File: src/rtl/wcg_pkg.sv
package wcg_pkg;

   typedef enum logic {
      SEQ_IDLE = 1'b0,
      SEQ_BUSY = 1'b1
   } seq_state_e;

endpackage

File: src/rtl/wcg_rx_sync.sv
module wcg_rx_sync #(
   parameter int unsigned STAGES = 2
) (
   input  logic clk_i,
   input  logic rst_ni,
   input  logic rx_i,
   output logic rx_s_o,
   output logic fall_o
);

   logic [STAGES-1:0] chain_q;
   logic              prev_q;

   always_ff @(posedge clk_i or negedge rst_ni) begin
      if (!rst_ni) begin
         chain_q <= '1;
         prev_q  <= 1'b1;
      end else begin
         chain_q <= {chain_q[STAGES-2:0], rx_i};
         prev_q  <= chain_q[STAGES-1];
      end
   end

   assign rx_s_o = chain_q[STAGES-1];
   assign fall_o = prev_q & ~chain_q[STAGES-1];

endmodule

File: src/rtl/wcg_half_timer.sv
module wcg_half_timer #(
   parameter int unsigned HALF = 1488
) (
   input  logic clk_i,
   input  logic rst_ni,
   input  logic start_i,
   input  logic run_i,
   output logic tick_o
);

   localparam int unsigned CW = (HALF > 1) ? $clog2(HALF) : 1;
   localparam logic [CW-1:0] CNT_LAST = CW'(HALF - 1);

   logic [CW-1:0] cnt_q;

   always_ff @(posedge clk_i or negedge rst_ni) begin
      if (!rst_ni) begin
         cnt_q <= '0;
      end else if (start_i || !run_i) begin
         cnt_q <= '0;
      end else if (cnt_q == CNT_LAST) begin
         cnt_q <= '0;
      end else begin
         cnt_q <= cnt_q + 1'b1;
      end
   end

   assign tick_o = run_i && (cnt_q == CNT_LAST);

   // the half-bit counter never passes its terminal count
   assert_cnt_bound_R4: assert property (@(posedge clk_i) disable iff (!rst_ni)
      cnt_q <= CNT_LAST);

endmodule

File: src/rtl/wcg_word_seq.sv
module wcg_word_seq
   import wcg_pkg::*;
#(
   parameter int unsigned DATA_BITS = 8
) (
   input  logic clk_i,
   input  logic rst_ni,
   input  logic carrier_i,
   input  logic rx_s_i,
   input  logic fall_i,
   input  logic tick_i,
   output logic start_o,
   output logic run_o,
   output logic dclk_no,
   output logic drdy_no
);

   localparam int unsigned CONFIRM_TICK = 1;
   localparam int unsigned LAST_PULSE   = 2 * DATA_BITS + 1;
   localparam int unsigned END_TICK     = LAST_PULSE + 2;
   localparam int unsigned HW           = $clog2(END_TICK + 1);

   seq_state_e    state_q;
   logic [HW-1:0] hcnt_q;
   logic [HW-1:0] hnext;
   logic          dclk_q;
   logic          drdy_q;

   assign hnext   = hcnt_q + 1'b1;
   assign start_o = (state_q == SEQ_IDLE) && fall_i && carrier_i;
   assign run_o   = (state_q == SEQ_BUSY);

   always_ff @(posedge clk_i or negedge rst_ni) begin
      if (!rst_ni) begin
         state_q <= SEQ_IDLE;
         hcnt_q  <= '0;
         dclk_q  <= 1'b1;
         drdy_q  <= 1'b1;
      end else if (!carrier_i) begin
         state_q <= SEQ_IDLE;
         hcnt_q  <= '0;
         dclk_q  <= 1'b1;
         drdy_q  <= 1'b1;
      end else begin
         unique case (state_q)
            SEQ_IDLE: begin
               if (fall_i) begin
                  state_q <= SEQ_BUSY;
                  hcnt_q  <= '0;
               end
            end
            SEQ_BUSY: begin
               if (tick_i) begin
                  hcnt_q <= hnext;
                  if (hnext == HW'(CONFIRM_TICK)) begin
                     if (rx_s_i) state_q <= SEQ_IDLE;
                     else        drdy_q  <= 1'b1;
                  end else if (hnext <= HW'(LAST_PULSE)) begin
                     dclk_q <= hnext[0];
                     if (hnext == HW'(LAST_PULSE)) drdy_q <= 1'b0;
                  end else if (hnext == HW'(END_TICK)) begin
                     state_q <= SEQ_IDLE;
                  end
               end
            end
            default: state_q <= SEQ_IDLE;
         endcase
      end
   end

   assign dclk_no = dclk_q;
   assign drdy_no = drdy_q;

   // no clock pulse outside a word
   assert_idle_clk_high_R5: assert property (@(posedge clk_i) disable iff (!rst_ni)
      (state_q == SEQ_IDLE) |-> dclk_q);

   // ready is only asserted while the clock rests high
   assert_ready_clk_high_R6: assert property (@(posedge clk_i) disable iff (!rst_ni)
      !drdy_q |-> dclk_q);

   // a lost carrier releases both strobes and idles the sequencer
   assert_carrier_abort_R7: assert property (@(posedge clk_i) disable iff (!rst_ni)
      !carrier_i |=> (dclk_q && drdy_q && state_q == SEQ_IDLE));

   // the clock only moves on a half-bit tick or a carrier loss
   assert_clk_on_tick_R4: assert property (@(posedge clk_i) disable iff (!rst_ni)
      !$stable(dclk_q) |-> ($past(tick_i) || !$past(carrier_i)));

endmodule

File: src/rtl/word_clock_gen.sv
module word_clock_gen #(
   parameter int unsigned BIT_DIV     = 2976,
   parameter int unsigned DATA_BITS   = 8,
   parameter int unsigned SYNC_STAGES = 2
) (
   input  logic clk_i,
   input  logic rst_ni,
   input  logic rx_i,
   input  logic carrier_i,
   output logic data_o,
   output logic dclk_no,
   output logic drdy_no
);

   localparam int unsigned HALF = BIT_DIV / 2;

   // parameter legality
   generate
      if ((BIT_DIV % 2) != 0 || BIT_DIV < 4) begin : g_bad_div
         $error("word_clock_gen: BIT_DIV must be even and >= 4");
      end
      if (DATA_BITS < 1) begin : g_bad_bits
         $error("word_clock_gen: DATA_BITS must be >= 1");
      end
      if (SYNC_STAGES < 2) begin : g_bad_sync
         $error("word_clock_gen: SYNC_STAGES must be >= 2");
      end
   endgenerate

   logic rx_s;
   logic fall;
   logic start;
   logic run;
   logic tick;
   logic data_q;

   wcg_rx_sync #(.STAGES(SYNC_STAGES)) u_sync (
      .clk_i  (clk_i),
      .rst_ni (rst_ni),
      .rx_i   (rx_i),
      .rx_s_o (rx_s),
      .fall_o (fall)
   );

   wcg_half_timer #(.HALF(HALF)) u_timer (
      .clk_i   (clk_i),
      .rst_ni  (rst_ni),
      .start_i (start),
      .run_i   (run),
      .tick_o  (tick)
   );

   wcg_word_seq #(.DATA_BITS(DATA_BITS)) u_seq (
      .clk_i     (clk_i),
      .rst_ni    (rst_ni),
      .carrier_i (carrier_i),
      .rx_s_i    (rx_s),
      .fall_i    (fall),
      .tick_i    (tick),
      .start_o   (start),
      .run_o     (run),
      .dclk_no   (dclk_no),
      .drdy_no   (drdy_no)
   );

   always_ff @(posedge clk_i or negedge rst_ni) begin
      if (!rst_ni) data_q <= 1'b1;
      else         data_q <= carrier_i ? rx_s : 1'b1;
   end

   assign data_o = data_q;

   // output is forced to mark while the carrier is absent
   assert_data_gated_R2: assert property (@(posedge clk_i) disable iff (!rst_ni)
      !carrier_i |=> data_o);

endmodule

File: config.mk
export PLATFORM = sky130hd
export DESIGN_NAME = word_clock_gen
export DESIGN_NICKNAME = d
export VERILOG_FILES = /design/src/rtl/wcg_pkg.sv /design/src/rtl/wcg_rx_sync.sv /design/src/rtl/wcg_half_timer.sv /design/src/rtl/wcg_word_seq.sv /design/src/rtl/word_clock_gen.sv
export SDC_FILE = /design/constraint.sdc
export NUM_CORES = 1
export LEC_CHECK = 0
export ABC_AREA = 1
export BUFFER_PORTS_ARGS = -buffer_cell sky130_fd_sc_hd__buf_2
export CORE_MARGIN = 1.5
export CORE_UTILIZATION = 60
export CTS_BUF_LIST = sky130_fd_sc_hd__clkbuf_8 sky130_fd_sc_hd__clkbuf_16
export DETAILED_ROUTE_END_ITERATION = 6
export GPL_TIMING_DRIVEN = 0
export PLACE_DENSITY = 0.87
export SYNTH_ARGS = -nofsm -noshare
export SYNTH_HDL_FRONTEND = slang
export SYNTH_SLANG_ARGS = --single-unit
File: constraint.sdc
create_clock -name clk_i -period 2.4 [get_ports clk_i]
set_input_delay 0.36 -clock clk_i [delete_from_list [all_inputs] [get_ports clk_i]]
set_output_delay 0.36 -clock clk_i [all_outputs]
set_load 0.02 [all_outputs]
# Word level (Yosys, flattened, before mapping)
# Cells that the tools add are included.
# totals
ff_bits	23
inputBits	4
output_inout_bits	3
elab_cells	62
# op_classes
addsub	2
magnitude_cmp	1
n_eq_ne	13
n_mux	27
bitwise	3
reduce_logical	8
# op_table
operator	count
11-bit two-way mux	2
1-bit two-way mux	20
5-bit two-way mux	3
11-bit by 1-bit adder with 11-bit output, second input constant	1
11-bit equality test, second input constant	1
5-bit equality test, second input constant	2
5-bit case mux with 2 select lines	1
2-bit by 1-bit inequality test with 1-bit output, second input constant	3
3-bit by 1-bit inequality test with 1-bit output, second input constant	2
3-bit inequality test, second input constant	2
5-bit by 1-bit adder with 5-bit output, second input constant	1
5-bit by 1-bit equality test with 1-bit output, second input constant	1
5-bit less-or-equal comparator, second input constant	1
5-bit AND reduction	1
4-bit AND reduction	1
1-bit logical AND	3
3-bit by 2-bit inequality test with 1-bit output, second input constant	1
2-bit inequality test, second input constant	1
1-bit NOT	2
1-bit case mux with 2 select lines	1
2-bit AND reduction	1
1-bit bitwise AND	1
1-bit zero test	1
1-bit logical OR	1

# Logic depth before layout (Yosys ltp)
# depth
depth_word	8
mapped_depth	10
depth_no_buf	10

# Cells and area by module
# Synthesis repeated with hierarchy kept, for this count alone.
# hier_totals
cells_unflattened	159
area_unflattened_um2	1277.5
# modules_own_cells
mod	n_inst	cells_each	area_each_um2	seq_area_each_um2
wcg_half_timer	1	77	608.1	275.3
wcg_word_seq	1	74	546.8	202.7
wcg_rx_sync	1	5	88.8	78.8
word_clock_gen	1	3	33.8	26.3

# Least setup slack after synthesis
# OpenSTA, ideal clock, no wires.
# synth_path
kind	register -> register
start	register u_seq.hcnt_q[0]
end	register u_seq.dclk_q, in the netlist u_seq.dclk_no
setup_ps	76
t_arrival_ps	1297
required_ps	2324
path_slack_ps	1027
path_stages_with_launch	9
path_buffers	0
synth_period_minus_slack_ps	1373
path_cell_list	dfrtp_1 -> inv_1 -> ha_1 -> o21ai_0 -> nand3_1 -> nand3_1 -> nand3_1 -> nand2_1 -> nand2_1
# synth_between
elab_chain_cells	6
word_cells_on_any_way	11
classes_between	1 x add/sub; 1 x order compare; 3 x eq/ne; 5 x mux; 1 x reduce/logical
# synth_rtl
item	line_no	text
from (decl)	wcg_word_seq.sv:24	logic [HW-1:0] hcnt_q;
from (signal assigned)	wcg_word_seq.sv:54	hcnt_q <= hnext;
5-bit by 1-bit adder with 5-bit output (*)	wcg_word_seq.sv:29	assign hnext = hcnt_q + 1'b1;
branches (longest 5 deep; another with 5-bit less-or-equal comparator)	-	
to (signal assigned)	wcg_word_seq.sv:59	dclk_q <= hnext[0];
to (decl)	wcg_word_seq.sv:26	logic dclk_q;
# Every way passes the cells marked *. The select of a mux whose other input is x is not followed.
# A chain may end at the register's enable or synchronous reset.

# Worst setup path after layout
# layout_path
start	register u_seq.hcnt_q[0]
end	register u_seq.drdy_q, in the netlist u_seq.drdy_no
# layout_between
elab_chain_cells	6
word_cells_on_any_way	12
classes_between	1 x add/sub; 1 x order compare; 5 x eq/ne; 4 x mux; 1 x reduce/logical
# layout_rtl
item	line_no	text
5-bit by 1-bit adder with 5-bit output (*)	wcg_word_seq.sv:29	
branches (longest 5 deep; another with 5-bit less-or-equal comparator)	-	
to (signal assigned)	wcg_word_seq.sv:38	drdy_q <= 1'b1;
to (signal assigned)	wcg_word_seq.sv:43	drdy_q <= 1'b1;
to (signal assigned)	wcg_word_seq.sv:57	else drdy_q <= 1'b1;
to (decl)	wcg_word_seq.sv:27	logic drdy_q;
# Marks and branches as above.

==> reports/results.tsv <==
stage	metric	value	unit
outcome	status	finished clean	
synthesis	fraction of registers with async set or reset after synthesis	1.00	
power	Max rail drop VDD	0.427	mV
timing	TNS Setup	0	ns
floorplan	die area	2480	µm²
route	remaining antenna violation count	0	
clock_network	cts hold-fix bufs	0	
worst_setup_path	CP Launch Type	register	
global_routing	total gr overflow	0	
synthesis	Syn Area/Cell	8.41	µm²
place	dpl hpwl	1930	µm
timing	Worst Skew	0.00537	ns
power	switching share of total power	0.242	
route	Pre-antenna DRT Iters	4	
synthesis	Synth top cells by count	nand2_1, nor2_1, dfrtp_1, inv_1, nand3_1	
timing	measured slew at the worst slew-check pin	0.514	ns
worst_setup_path	peak per-stage delay on the critical path	0.46	ns
hold_path	Hold/Removal Path Class	input port to asynchronous set/reset pin	
synthesis	synth top area cells	dfrtp_1, dfstp_2, nand2_1, nand3_1, nor2_1	
global_routing	vias in the first global route	1099	
synthesis	area share of the largest cell type after synthesis	0.324	
place	dpl cells	189	
synthesis	Synth Flop Type	dfrtp_1	
worst_setup_path	Required @ worst endpoint	2.61	ns
floorplan	Cell Rows	16	
worst_setup_path	r2r startpoint	u_seq.hcnt_q[0]$_DFFE_PN0P_	
clock_network	Clock Latency Late Sink	0.27	ns
cells_and_area	Non-Filler Instances	193	
cells_and_area	antenna cells	0	
clock_network	post-CTS sizing	0	
clock_network	clock-pin slew on the worst setup and hold paths	0.08	ns
worst_setup_path	critical path capture point type	register	
timing	Final setup viols	0	
route	initial drt markers	35	
floorplan	Starting Density	0.656	
power	Comb pwr share	0.079	
floorplan	core area	2000	µm²
worst_setup_path	Worst EP arrival	1.78	ns
place	Port Buf Inserts	6	
place	GPL Wtd Cong	0.869	
timing	RSZ-0062 raised after global routing	false	
synthesis	most frequent cell after synthesis	nand2_1	
worst_setup_path	FF-to-FF End	u_seq.drdy_no$_DFFE_PN1P_	
synthesis	synthesized cell area	1310	µm²
power	leakage	0.651	nW
floorplan	I/O pin cnt	7	
job	Max-Cap Viols	0	
worst_setup_path	slowest CP cell	dfrtp_1	
power	Int Pwr	0.532	mW
power	Seq pwr share	0.583	
global_routing	first-pass GRT wire length	4820	µm
floorplan	die height	49.8	µm
timing	Max transition margin	0.657	
synthesis	Gate Count Post-Synth	156	
clock_network	TritonCTS clock tree	yes	
worst_setup_path	WS Path Type	register to register	
worst_setup_path	crit-path cells	ha_1, inv_1, nand2_1, nand2_2, nand3_2, o21ai_1, nand3_1, nand2_1	
global_routing	Most Crowded Layer GR	met2	
synthesis	cell taking the most area after synthesis	dfrtp_1	
cells_and_area	Final #Nets	175	
global_routing	met2 usage	0.427	
timing	FMAX	638	MHz
route	Post-route DRC	0	
power	Power Density	494	nW/µm²
cells_and_area	area growth from synthesis to layout	8.29	%
route	via/cell ratio	5.66	
global_routing	met3 Track Usage GR	0.0303	
synthesis	Yosys reg bits	23	
synthesis	Synth warnings	0	
cells_and_area	layout cell share with drive strength beyond 1	0.253	
synthesis	Post-synth EDFFs	0	
timing	crit path time final	1.57	ns
global_routing	largest net degree at the start of global routing	24	
power	overall power	0.703	mW
worst_setup_path	CP dominant cell by count	nand2_1	
clock_network	Max clock buf depth	2	
floorplan	Die X	49.8	µm
route	WL/cell	13.4	µm
route	routed vias	1092	
global_routing	initial antenna violation count	0	
clock_network	root buf cell	clkbuf_8	
power	Psw	0.170	mW
worst_setup_path	R2R Setup Slk	0.83	ns
timing	Final Max Tran Viols	0	
global_routing	Total GRT Usage	0.253	
worst_setup_path	worst-path maximum fanout	7	
synthesis	Cell variety after synth	30	
clock_network	H-Tree Depth	1	
global_routing	met1 usage	0.328	
timing	Hold Fails Final Rpt	0	
synthesis	Post-Synthesis Net Count	164	
synthesis	Seq/Total Area, Yosys	0.444	
clock_network	Sink Count	23	
clock_network	post-CTS setup buffers	0	
timing	period utilization	0.653	
worst_setup_path	Worst Reg-to-Reg Cells	8	
power	Clock power frac	0.338	
route	final WL	2590	µm
clock_network	CTS Buf Count	3	
placed cells by master, fill, tap and decap left out, types with 4 or more instances in the layout:
cell	netlist	routed
dfstp_2	6	6
buf_2	0	6
nor2_1	19	19
inv_1	17	18
o21ai_2	5	5
ha_1	4	4
inv_2	4	4
nand2_2	5	5
nand2_1	28	28
nand3_1	16	16
dfrtp_1	17	17
nand4_1	5	5
layer usage:
layer / share of wire / up-vias
met2: 0.49 / 28
li1: - / 536
met1: 0.45 / 520
met3: 0.038 / 8
met5: 0 / -
met4: 0.022 / 0
how the worst max path moves through the flow:
stage | slack (ns) | depth (start not counted) | from | endpoint
floorplan | 1.03 | 8 | u_seq.hcnt_q[0]$_DFFE_PN0P_ | u_seq.dclk_no$_DFFE_PN1P_
global placement | 0.92 | 8 | u_seq.hcnt_q[0]$_DFFE_PN0P_ | u_seq.dclk_no$_DFFE_PN1P_
detailed placement | 0.87 | 8 | u_seq.hcnt_q[0]$_DFFE_PN0P_ | u_seq.dclk_no$_DFFE_PN1P_
CTS | 0.86 | 8 | u_seq.hcnt_q[0]$_DFFE_PN0P_ | u_seq.dclk_no$_DFFE_PN1P_
global route | 0.66 | 8 | u_seq.hcnt_q[0]$_DFFE_PN0P_ | u_seq.dclk_no$_DFFE_PN1P_
finish | 0.83 | 8 | u_seq.hcnt_q[0]$_DFFE_PN0P_ | u_seq.drdy_no$_DFFE_PN1P_
power groups by stage:
stage                     registers, mW  logic, mW  clock network (mW)
after detailed placement          0.417     0.0557                   0
after CTS                         0.410     0.0559               0.242
after floorplan                   0.422     0.0273                   0
after global placement            0.417     0.0525                   0
after global routing              0.411     0.0633               0.251
final                             0.410     0.0555               0.237
flip-flops by register name (all words and copies together) (netlist names):
| signal | flops |
|---|---|
| u_timer.cnt_q | 11 |
| u_seq.hcnt_q | 5 |
| u_sync.chain_q | 2 |
| data_o | 1 |
| u_seq.dclk_no | 1 |
| u_seq.drdy_no | 1 |
| u_seq.run_o | 1 |
| u_sync.prev_q | 1 |
worst max-delay path, delay by kind of cell, from the launching register on:
kind,cells,cell delay [ns]
AO/OA/AOI/OAI,1,0.20
adder cells (fa/ha/maj),1,0.29
buffers and inverters,1,0.08
flip-flops,1,0.46
AND/OR/NAND/NOR,5,0.50
stage by stage:
step	hold slack, ns	instance area, µm²	setup slack [ns]	util
after global routing	0.0878	1420	0.660	0.710
after detailed placement	0.347	1380	0.872	0.688
after global placement	0.346	1380	0.923	0.688
after CTS	0.0624	1420	0.861	0.710
after floorplan	0.0644	1310	1.03	-
final	0.0478	1420	0.833	0.710
cell type report:
class | instances | area (µm²)
repair buffers | 6 | 30.0
flip-flops and latches | 23 | 583
fillers | 158 | 581
inverters | 22 | 82.6
clock buffers | 3 | 41.3
clock inverters | 1 | 3.75
well taps | 27 | 33.8
multi-input cells | 109 | 632
plain buffers | 2 | 15.0
logic make-up (layout without fill, tap and decap cells):
kind of cell,count (synthesis),in the layout,share of synthesized area
AO/OA/AOI/OAI,14,14,0.0715
adder cells (fa/ha/maj),4,4,0.0381
AND/OR/NAND/NOR,89,89,0.358
buffers and inverters,24,34,0.0743
XOR/XNOR,2,2,0.0133
flip-flops,23,23,0.444
No activity file was read; power rests on OpenSTA's default activity.
